--- src/rtl/ddr_init_pkg.sv ---
package ddr_init_pkg;

   // Internal command word, active high: {cs, ras, cas, we}
   typedef struct packed {
      logic cs;
      logic ras;
      logic cas;
      logic we;
   } ddr_cmd_t;

   localparam ddr_cmd_t CMD_NONE = 4'b0000;
   localparam ddr_cmd_t CMD_PREA = 4'b1101;
   localparam ddr_cmd_t CMD_MRS  = 4'b1111;
   localparam ddr_cmd_t CMD_REF  = 4'b1110;
   localparam ddr_cmd_t CMD_ACT  = 4'b1100;

   typedef enum logic [1:0] {
      WAIT_GAP,
      WAIT_DLL,
      WAIT_REF,
      WAIT_ACT
   } wait_cls_e;

   typedef enum logic [1:0] {
      PH_IDLE,
      PH_CMD,
      PH_WAIT,
      PH_DONE
   } phase_e;

   // clock enable, 2x precharge, ext load, 2x mode load, 2x refresh, activate
   localparam int NUM_STEPS = 9;

   function automatic int max_of(input int a, input int b);
      return (a > b) ? a : b;
   endfunction

endpackage

--- src/rtl/ddr_init_step_rom.sv ---
module ddr_init_step_rom
   import ddr_init_pkg::*;
#(
   parameter int ADDR_W     = 13,
   parameter int BA_W       = 2,
   parameter int STEP_W     = 4,
   parameter int AP_BIT     = 10,
   parameter int MR_DLL_RST = 'h132,
   parameter int MR_RUN     = 'h032,
   parameter int EMR_BANK   = 1
) (
   input  logic [STEP_W-1:0] step,
   output ddr_cmd_t          cmd,
   output logic [ADDR_W-1:0] addr,
   output logic [BA_W-1:0]   ba,
   output wait_cls_e         wcls
);

   localparam logic [ADDR_W-1:0] A_PREA  = ADDR_W'(1) << AP_BIT;
   localparam logic [ADDR_W-1:0] A_MRDLL = ADDR_W'(MR_DLL_RST);
   localparam logic [ADDR_W-1:0] A_MRRUN = ADDR_W'(MR_RUN);
   localparam logic [BA_W-1:0]   B_EMR   = BA_W'(EMR_BANK);

   always_comb begin
      cmd  = CMD_NONE;
      addr = '0;
      ba   = '0;
      wcls = WAIT_GAP;
      case (step)
         STEP_W'(0): begin                      // raise clock enable only
            cmd  = CMD_NONE;
            wcls = WAIT_GAP;
         end
         STEP_W'(1), STEP_W'(4): begin          // precharge all banks
            cmd  = CMD_PREA;
            addr = A_PREA;
            wcls = WAIT_GAP;
         end
         STEP_W'(2): begin                      // extended mode load
            cmd  = CMD_MRS;
            ba   = B_EMR;
            wcls = WAIT_GAP;
         end
         STEP_W'(3): begin                      // mode load, DLL reset
            cmd  = CMD_MRS;
            addr = A_MRDLL;
            wcls = WAIT_DLL;
         end
         STEP_W'(5), STEP_W'(6): begin          // auto refresh
            cmd  = CMD_REF;
            wcls = WAIT_REF;
         end
         STEP_W'(7): begin                      // mode load, DLL running
            cmd  = CMD_MRS;
            addr = A_MRRUN;
            wcls = WAIT_DLL;
         end
         STEP_W'(8): begin                      // open row 0, bank 0
            cmd  = CMD_ACT;
            wcls = WAIT_ACT;
         end
         default: begin
            cmd  = CMD_NONE;
            wcls = WAIT_GAP;
         end
      endcase
   end

endmodule

--- src/rtl/ddr_init_wait_ctr.sv ---
module ddr_init_wait_ctr #(
   parameter int CNT_W = 8
) (
   input  logic             clk,
   input  logic             rst,
   input  logic             load,
   input  logic [CNT_W-1:0] load_val,
   output logic             expired
);

   logic [CNT_W-1:0] cnt_q;

   always_ff @(posedge clk) begin
      if (rst) begin
         cnt_q <= '0;
      end else if (load) begin
         cnt_q <= load_val;
      end else if (cnt_q != '0) begin
         cnt_q <= cnt_q - 1'b1;
      end
   end

   assign expired = (cnt_q == '0);

   // an exhausted wait never wraps around to a fresh count unless reloaded
   assert_no_wrap_R5 : assert property (@(posedge clk) disable iff (rst)
      (expired && !load) |=> expired);

endmodule

--- src/rtl/ddr_init_cmd_drive.sv ---
module ddr_init_cmd_drive
   import ddr_init_pkg::*;
#(
   parameter int ADDR_W = 13,
   parameter int BA_W   = 2
) (
   input  logic              issue,
   input  ddr_cmd_t          cmd,
   input  logic [ADDR_W-1:0] addr_in,
   input  logic [BA_W-1:0]   ba_in,
   output logic              cs_n,
   output logic              ras_n,
   output logic              cas_n,
   output logic              we_n,
   output logic [ADDR_W-1:0] addr,
   output logic [BA_W-1:0]   ba
);

   localparam int NSTROBE = 4;

   logic [NSTROBE-1:0] cmd_bits;
   logic [NSTROBE-1:0] strobe_n;

   assign cmd_bits = cmd;

   for (genvar i = 0; i < NSTROBE; i++) begin : g_strobe
      assign strobe_n[i] = ~(issue & cmd_bits[i]);
   end

   assign cs_n  = strobe_n[3];
   assign ras_n = strobe_n[2];
   assign cas_n = strobe_n[1];
   assign we_n  = strobe_n[0];

   assign addr = issue ? addr_in : '0;
   assign ba   = issue ? ba_in   : '0;

endmodule

--- src/rtl/ddr_init_seq.sv ---
module ddr_init_seq
   import ddr_init_pkg::*;
#(
   parameter int ADDR_W     = 13,
   parameter int BA_W       = 2,
   parameter int AP_BIT     = 10,
   parameter int MR_DLL_RST = 'h132,
   parameter int MR_RUN     = 'h032,
   parameter int EMR_BANK   = 1,
   parameter int T_GAP      = 2,
   parameter int T_DLL      = 200,
   parameter int T_REF      = 4,
   parameter int T_ACT      = 15
) (
   input  logic              clk,
   input  logic              rst,
   input  logic              start,
   output logic              cke,
   output logic              cs_n,
   output logic              ras_n,
   output logic              cas_n,
   output logic              we_n,
   output logic [ADDR_W-1:0] addr,
   output logic [BA_W-1:0]   ba,
   output logic              done
);

   localparam int STEP_W = $clog2(NUM_STEPS);
   localparam int MAX_W  = max_of(max_of(T_GAP, T_DLL), max_of(T_REF, T_ACT));
   localparam int CNT_W  = (MAX_W > 1) ? $clog2(MAX_W) : 1;
   localparam logic [STEP_W-1:0] LAST_STEP = STEP_W'(NUM_STEPS - 1);

   // elaboration-time parameter checks
   if (ADDR_W <= AP_BIT) begin : g_chk_ap
      $error("ddr_init_seq: ADDR_W must exceed AP_BIT");
   end
   if (MR_DLL_RST >= (1 << ADDR_W) || MR_RUN >= (1 << ADDR_W)) begin : g_chk_mr
      $error("ddr_init_seq: mode values do not fit ADDR_W");
   end
   if (EMR_BANK >= (1 << BA_W)) begin : g_chk_ba
      $error("ddr_init_seq: EMR_BANK does not fit BA_W");
   end
   if (T_GAP < 1 || T_DLL < 1 || T_REF < 1 || T_ACT < 1) begin : g_chk_wait
      $error("ddr_init_seq: every wait must be at least one cycle");
   end

   phase_e            phase_q;
   logic [STEP_W-1:0] step_q;
   logic              cke_q;

   ddr_cmd_t          rom_cmd;
   logic [ADDR_W-1:0] rom_addr;
   logic [BA_W-1:0]   rom_ba;
   wait_cls_e         rom_wcls;

   int                wait_len;
   logic [CNT_W-1:0]  load_val;
   logic              ctr_load;
   logic              expired;
   logic              issue;

   ddr_init_step_rom #(
      .ADDR_W     (ADDR_W),
      .BA_W       (BA_W),
      .STEP_W     (STEP_W),
      .AP_BIT     (AP_BIT),
      .MR_DLL_RST (MR_DLL_RST),
      .MR_RUN     (MR_RUN),
      .EMR_BANK   (EMR_BANK)
   ) u_rom (
      .step (step_q),
      .cmd  (rom_cmd),
      .addr (rom_addr),
      .ba   (rom_ba),
      .wcls (rom_wcls)
   );

   always_comb begin
      case (rom_wcls)
         WAIT_DLL: wait_len = T_DLL;
         WAIT_REF: wait_len = T_REF;
         WAIT_ACT: wait_len = T_ACT;
         default:  wait_len = T_GAP;
      endcase
   end

   assign load_val = CNT_W'(wait_len - 1);
   assign ctr_load = (phase_q == PH_CMD);

   ddr_init_wait_ctr #(
      .CNT_W (CNT_W)
   ) u_ctr (
      .clk      (clk),
      .rst      (rst),
      .load     (ctr_load),
      .load_val (load_val),
      .expired  (expired)
   );

   always_ff @(posedge clk) begin
      if (rst) begin
         phase_q <= PH_IDLE;
         step_q  <= '0;
         cke_q   <= 1'b0;
      end else begin
         case (phase_q)
            PH_IDLE, PH_DONE: begin
               if (start) begin
                  phase_q <= PH_CMD;
                  step_q  <= '0;
                  cke_q   <= 1'b1;
               end
            end
            PH_CMD: phase_q <= PH_WAIT;
            PH_WAIT: begin
               if (expired) begin
                  if (step_q == LAST_STEP) begin
                     phase_q <= PH_DONE;
                  end else begin
                     step_q  <= step_q + 1'b1;
                     phase_q <= PH_CMD;
                  end
               end
            end
            default: phase_q <= PH_IDLE;
         endcase
      end
   end

   assign issue = (phase_q == PH_CMD);

   ddr_init_cmd_drive #(
      .ADDR_W (ADDR_W),
      .BA_W   (BA_W)
   ) u_drive (
      .issue   (issue),
      .cmd     (rom_cmd),
      .addr_in (rom_addr),
      .ba_in   (rom_ba),
      .cs_n    (cs_n),
      .ras_n   (ras_n),
      .cas_n   (cas_n),
      .we_n    (we_n),
      .addr    (addr),
      .ba      (ba)
   );

   assign cke  = cke_q;
   assign done = (phase_q == PH_DONE);

   // clock enable never drops without reset
   assert_cke_hold_R2 : assert property (@(posedge clk) disable iff (rst)
      cke |=> cke);

   // a selected cycle is always followed by a deselect cycle
   assert_single_strobe_R6 : assert property (@(posedge clk) disable iff (rst)
      !cs_n |=> (cs_n && ras_n && cas_n && we_n));

   // address and bank are quiet whenever the chip is deselected
   assert_quiet_bus_R6 : assert property (@(posedge clk) disable iff (rst)
      cs_n |-> (addr == '0 && ba == '0));

   // refresh cycles carry a zero address and bank
   assert_ref_addr_R4 : assert property (@(posedge clk) disable iff (rst)
      (!cs_n && !ras_n && !cas_n && we_n) |-> (addr == '0 && ba == '0));

   // after completion the bus rests at deselect with the clock enabled
   assert_done_idle_R7 : assert property (@(posedge clk) disable iff (rst)
      done |-> (cke && cs_n && ras_n && cas_n && we_n));

   // a start during an unfinished wait leaves the step and phase alone
   assert_ignore_start_R8 : assert property (@(posedge clk) disable iff (rst)
      (phase_q == PH_WAIT && !expired && start) |=> (phase_q == PH_WAIT && $stable(step_q)));

endmodule

--- config.mk ---
export PLATFORM = sky130hd
export DESIGN_NAME = ddr_init_seq
export DESIGN_NICKNAME = d
export VERILOG_FILES = /design/src/rtl/ddr_init_pkg.sv /design/src/rtl/ddr_init_step_rom.sv /design/src/rtl/ddr_init_wait_ctr.sv /design/src/rtl/ddr_init_cmd_drive.sv /design/src/rtl/ddr_init_seq.sv
export SDC_FILE = /design/constraint.sdc
export NUM_CORES = 1
export LEC_CHECK = 0
export BUFFER_PORTS_ARGS = -buffer_cell sky130_fd_sc_hd__buf_4
export CELL_PAD_IN_SITES_DETAIL_PLACEMENT = 0
export CELL_PAD_IN_SITES_GLOBAL_PLACEMENT = 1
export CORE_MARGIN = 4
export CORE_UTILIZATION = 42
export CTS_CLUSTER_DIAMETER = 60
export CTS_CLUSTER_SIZE = 40
export DETAILED_ROUTE_END_ITERATION = 16
export HOLD_SLACK_MARGIN = 0.1
export MAX_ROUTING_LAYER = met4
export PLACE_DENSITY = 0.84
export SYNTH_ARGS = -nofsm -noshare
export SYNTH_HDL_FRONTEND = slang
export SYNTH_SLANG_ARGS = --single-unit
export TNS_END_PERCENT = 5
--- constraint.sdc ---
create_clock -name clk -period 4.13 [get_ports clk]
set_clock_uncertainty 0.1 [all_clocks]
set_input_delay 0 -clock clk [delete_from_list [all_inputs] [get_ports clk]]
set_output_delay 0 -clock clk [all_outputs]
set_load 0.02 [all_outputs]
==> results.py, run 1 <==
metrics = {
    "outcome": {
        "outcome": "finished clean",
    },
    "flow_run": {
        "cap_viol_max_count": 0,
    },
    "grt": {
        "grt_first_pass_wirelength_um": 3780,
        "grt_max_degree": 18,
        "groute.usage.overall_pct": 14.0,
        "grt_use_met1_pct": 17.5,
        "grtUsageMet3_pct": 2.59,
        "grt_antenna_before_repair": 0,
        "grt_pass1_vias": 908,
        "busiest_layer": "met2",
        "global_route_track_usage_on_met2_pct": 22.7,
        "globalRouteOverflowTotal": 0,
    },
    "drt": {
        "route.detailed.wl_per_inst_um": 12.6,
        "drt_wl_total_um": 2300,
        "drt_first_pass_iters": 4,
        "num_vias": 953,
        "drt_drc_violations_left": 0,
        "detail_route.iter0.violations": 15,
        "vias_per_cell": 5.24,
        "detail_route_antenna_nets": 0,
    },
    "clocking": {
        "clk-insertion-delay-late_ns": 0.28,
        "postCtsSetupBuffers": 0,
        "clock_tree.htree_level_count": 1,
        "post_cts.resized_instances": 0,
        "max-clock-path-buffers": 2,
        "number_of_hold_repair_buffers_added_at_the_cts_stage": 3,
        "clk_transition_reported_paths_ns": 0.10,
        "sinks_on_the_clock_net": 15,
        "cts_inserted_buffers": 3,
        "clockRootBuffer": "clkbuf_4",
        "cts_tree": "done",
    },
    "floorplanning": {
        "die_area_um2": 3560,
        "die_w_um": 59.7,
        "die_y_um": 59.7,
        "floorplan.rows": 18,
        "num_io_pins": 24,
        "start_util_pct": 44.4,
        "floorplan.core_area_um2": 2520,
    },
    "yosys": {
        "edff_count_synth": 0,
        "synth_top_area_share_pct": 26.8,
        "async_reset_ff_share_pct": 0,
        "ys_types": 44,
        "syn_inst": 140,
        "yosys_register_bits": 15,
        "yosysWarningCount": 0,
        "synth_sequential_area_ratio_pct": 26.8,
        "syn_area_um2": 1120,
        "yosys-top-cells-count": "dfxtp_1, inv_1, buf_4",
        "postSynthAreaPerCell_um2": 8.01,
        "synth.area.top_cells": "dfxtp_1, ha_1, buf_4",
        "synth-main-ff-cell": "dfxtp_1",
        "synthDominantAreaCellType": "dfxtp_1",
    },
    "place": {
        "dp_hpwl_um": 1800,
        "port_buffers": 14,
        "place_congestion": 0.760,
    },
    "timing": {
        "final_hold_viol_count": 0,
        "final.period_utilization_pct": 53.9,
        "finalSetupTns_ns": 0,
        "final_number_of_max_transition_violations": 0,
        "grt_setup_unrepaired": "no",
        "fin_crit_ns": 2.22,
        "total_of_endpoints_with_negative_setup_slack_in_the_final_report": 0,
        "timing_worst_slew_pin_value_ns": 0.580,
        "slew_headroom_pct": 61.3,
        "clock.fmax_ghz": 0.449,
    },
    "power_and_ir_drop": {
        "powerDensity_nw_per_um2": 550,
        "p_leak_nw": 0.564,
        "power_uw": 683,
        "vdd_drop_max_uv": 383,
    },
    "worst_hold_path": {
        "hold_path.class": "reg -> reg",
    },
    "cells_and_area": {
        "syn_to_final_growth_pct": 10.7,
        "post_route_cells_drive_above_1_share_pct": 17.1,
        "antennaDiodeCount": 0,
        "net_count_final": 166,
        "n_fill_cell": 277,
    },
    "worst_setup_path": {
        "critPathArrivalTime_ns": 2.32,
        "timing.critical_path.required_ns": 4.22,
        "worstSetupStartpointType": "flip-flop",
        "timing_worst_setup_path_type": "reg -> reg",
        "end_kind": "flip-flop",
        "crit_fanout": 8,
    },
}
final timing paths:
check	startpoint	endpoint	slack, ns	cells past startpoint
setup / recovery	u_ctr.cnt_q[0]	step_q[2]	1.91	6
hold / removal	step_q[3]	step_q[3]	0.42	1
setup reg to reg	u_ctr.cnt_q[0]	step_q[2]	1.91	6
hold reg to reg	step_q[3]	step_q[3]	0.42	1
layer usage:
metal	wire length, um	share of wire, %
met5	0	0
met4	19	0.83
met2	1080	47
met3	95	4.1
met1	1110	48
logic make-up after synthesis:
family	share of synthesized area, %
flops	26.8
other cells	0.335
mux	2.68
buf+inv	14.8
fa+ha+maj	11.2
xor+xnor	2.34
compound gates	19.9
simple gates	22.0
per-stage QoR:
stage / instance area (um^2) / setup slack, ns / cells / hold WS, ns / util [%]
final: 1240 / 1.91 / 182 / 0.416 / 49.2
after floorplan: 1150 / 2.05 / 148 / 0.0447 / -
after global routing: 1240 / 1.79 / 182 / 0.466 / 49.2
after detailed placement: 1180 / 1.95 / 175 / 0.153 / 46.9
after global placement: 1180 / 2.04 / 175 / 0.147 / 46.9
after CTS: 1240 / 1.90 / 182 / 0.412 / 49.2
area by class of cell:
cell class	count	area, um^2	share of cell area, %
Clock buffer	3	22.5	1.81
Clock inverter	1	5.00	0.403
Inverter	15	56.3	4.54
Multi-Input combinational cell	101	684	55.1
Sequential cell	15	300	24.2
Tap cell	30	37.5	3.02
Timing Repair Buffer	17	135	10.9
worst max-delay path, stage by stage (launching register included):
cell and delay [ns]:
dfxtp_1 0.34, inv_1 0.10, ha_1 0.15, or3b_2 0.48
or2_1 0.32, or3_4 0.43, o41ai_2 0.21
flip-flops by register name, indices dropped and copies added (netlist names):
name         count
phase_q          2
cke              1
step_q           4
u_ctr.cnt_q      8
cells in the final DEF (no fill, tap or decap), drive strengths merged, types with 2 or more instances in the layout:
cell,Yosys,layout
inv,15,15
dfxtp,15,15
buf,12,14
nand2,10,10
ha,10,10
conb,1,9
nor3,8,8
nor2,8,8
a21oi,7,7
o21ai,7,7
nor3b,4,4
mux2i,3,3
o21a,3,3
clkbuf,5,3
dlygate4sd3,0,3
or3,3,3
nor4,2,2
xor2,2,2
a31oi,2,2
o311ai,2,2
or4,2,2
power breakdown:
group	internal [mW]	switching [mW]	total, mW
Clock	0.0359	0.0511	0.0871
Combinational	0.161	0.203	0.364
Sequential	0.189	0.0425	0.232
(Power assumes the default switching activity.)
==> run 2: changes to the inputs <==
--- a/config.mk
+++ b/config.mk
@@ -9,13 +9,13 @@
 export CELL_PAD_IN_SITES_DETAIL_PLACEMENT = 0
 export CELL_PAD_IN_SITES_GLOBAL_PLACEMENT = 1
 export CORE_MARGIN = 4
-export CORE_UTILIZATION = 42
+export CORE_UTILIZATION = 39
 export CTS_CLUSTER_DIAMETER = 60
 export CTS_CLUSTER_SIZE = 40
 export DETAILED_ROUTE_END_ITERATION = 16
 export HOLD_SLACK_MARGIN = 0.1
 export MAX_ROUTING_LAYER = met4
-export PLACE_DENSITY = 0.84
+export PLACE_DENSITY = 0.79
 export SYNTH_ARGS = -nofsm -noshare
 export SYNTH_HDL_FRONTEND = slang
 export SYNTH_SLANG_ARGS = --single-unit
==> constraint.sdc (replaced) <==
create_clock -name clk -period 2.1 [get_ports clk]
set_clock_uncertainty 0.1 [all_clocks]
set_input_delay 0 -clock clk [delete_from_list [all_inputs] [get_ports clk]]
set_output_delay 0 -clock clk [all_outputs]
set_load 0.02 [all_outputs]
==> results.py, run 2 (same netlist as run 1, synthesis figures left out) <==
metrics = {
    "outcome": {
        "outcome": "finished clean",
    },
    "floorplanning": {
        "start_util_pct": 40.7,
        "floorplan.core_area_um2": 2760,
        "die_area_um2": 3800,
        "floorplan.rows": 19,
        "die_w_um": 61.6,
        "num_io_pins": 24,
        "die_y_um": 61.6,
    },
    "timing": {
        "total_of_endpoints_with_negative_setup_slack_in_the_final_report": 0,
        "final_hold_viol_count": 0,
        "final_number_of_max_transition_violations": 0,
        "final.period_utilization_pct": 96.3,
        "finalSetupTns_ns": 0,
        "fin_crit_ns": 2.02,
        "grt_setup_unrepaired": "no",
        "clock.fmax_ghz": 0.495,
        "postLayoutSetupSlackWorst_ns": 0.0782,
    },
    "grt": {
        "grt_max_degree": 17,
        "grt_antenna_before_repair": 0,
        "grt_first_pass_wirelength_um": 4110,
        "groute.usage.overall_pct": 14.9,
        "grt_pass1_vias": 936,
        "globalRouteOverflowTotal": 0,
    },
    "worst_setup_path": {
        "cp-startpoint": "u_ctr.cnt_q[1]",
        "critPathArrivalTime_ns": 2.12,
        "reg2reg_from": "u_ctr.cnt_q[1]",
        "end_kind": "flip-flop",
        "worstSetupStartpointType": "flip-flop",
        "crit_fanout": 5,
        "critical_path.endpoint": "step_q[2]",
        "worst_r2r_path_depth": 6,
        "timing.critical_path.required_ns": 2.20,
        "regToRegSetupSlack_ns": 0.08,
        "timing_worst_setup_path_type": "reg -> reg",
        "worst_r2r_endpoint": "step_q[2]",
    },
    "drt": {
        "detail_route_antenna_nets": 0,
        "detail_route.iter0.violations": 25,
        "num_vias": 976,
        "drt_first_pass_iters": 4,
        "drt_wl_total_um": 2370,
        "vias_per_cell": 5.25,
        "route.detailed.wl_per_inst_um": 12.8,
        "drt_drc_violations_left": 0,
    },
    "place": {
        "dpl_worst_slack_ns": -0.00754,
        "dp_hpwl_um": 1820,
        "detailed_place.area_um2": 1210,
        "port_buffers": 14,
        "place_congestion": 0.714,
    },
    "cells_and_area": {
        "antennaDiodeCount": 0,
        "layout_top_registers": "u_ctr.cnt_q: 8 flops, step_q: 4 flops, phase_q: 2 flops",
        "fin_util_pct": 46.1,
        "final_common_cell": "buf_4",
        "finish.instance_area_um2": 1270,
        "mostFrequentLayoutCells": "buf_4, dfxtp_1, inv_1, nand2_1, ha_1",
        "top_register": "u_ctr.cnt_q",
        "n_fill_cell": 294,
        "syn_to_final_growth_pct": 13.3,
        "post_route_cells_drive_above_1_share_pct": 20.0,
        "net_count_final": 169,
        "flip_flop_count_of_the_largest_register_after_layout": 8,
    },
    "worst_hold_path": {
        "min-delay-start": "step_q[3]",
        "hold_path.class": "reg -> reg",
        "instance_count_along_the_most_critical_hold_path": 1,
    },
    "power_and_ir_drop": {
        "vdd_drop_max_uv": 622,
        "powerDensity_nw_per_um2": 1120,
        "p_leak_nw": 0.580,
        "power_mw": 1.42,
    },
    "clocking": {
        "max-clock-path-buffers": 2,
        "clk-insertion-delay-late_ns": 0.30,
        "clk_transition_reported_paths_ns": 0.10,
        "clock_tree.htree_level_count": 1,
        "postCtsSetupBuffers": 0,
        "clockRootBuffer": "clkbuf_4",
        "sinks_on_the_clock_net": 15,
        "cts_tree": "done",
        "cts_inserted_buffers": 3,
    },
    "flow_run": {
        "cap_viol_max_count": 0,
    },
}
## run 2: layout make-up
type                       count  area, um^2  area share (%)
clock inverter                 1        5.00           0.394
timing repair buffer          20         158            12.4
inverter                      15        56.3            4.43
multi-input combinational    101         689            54.3
clock buffer                   3        22.5            1.77
sequential                    15         300            23.6
tap                           31        38.8            3.05
## run 2: stage by stage
step	hold WS (ns)	std cells
final	0.412	186
after CTS	0.411	186
after floorplan	0.0447	148
after detailed placement	0.159	179
after global placement	0.153	179
after global routing	0.438	186
## run 2: how the worst min path moves through the flow
stage | end
detailed placement | cke
global placement | cke
finish | step_q[3]
floorplan | cke
global route | step_q[3]
CTS | step_q[3]
## run 2: metal layers
metal / GRT usage (%) / part of all wire, % / up-vias
li1: - / - / 496
met1: 17.0 / 45 / 454
met2: 25.4 / 48 / 20
met3: 2.52 / 4.4 / 6
met4: 6.36 / 1.8 / 0
met5: - / 0 / -
## run 2: worst max-delay path: stages, from the launching register on
cell,delay (ns)
dfxtp_1,0.34
inv_1,0.09
ha_1,0.16
or3b_4,0.39
or2_4,0.26
or3_4,0.40
o41ai_2,0.19
## run 2: repair_timing
item / in CTS / in global routing
setup endpoints to repair: 5 / 2
hold endpoints to repair: 12 / 0
pin swaps: 0 / 0
resized for setup: 3 / 1
hold buffers: 3 / 0
## run 2: where the power goes
part	internal [mW]	switching (mW)	total (mW)	leakage, nW
Sequential	0.372	0.0789	0.451	0.123
Combinational	0.383	0.418	0.801	0.440
Clock	0.0710	0.101	0.172	0.0177
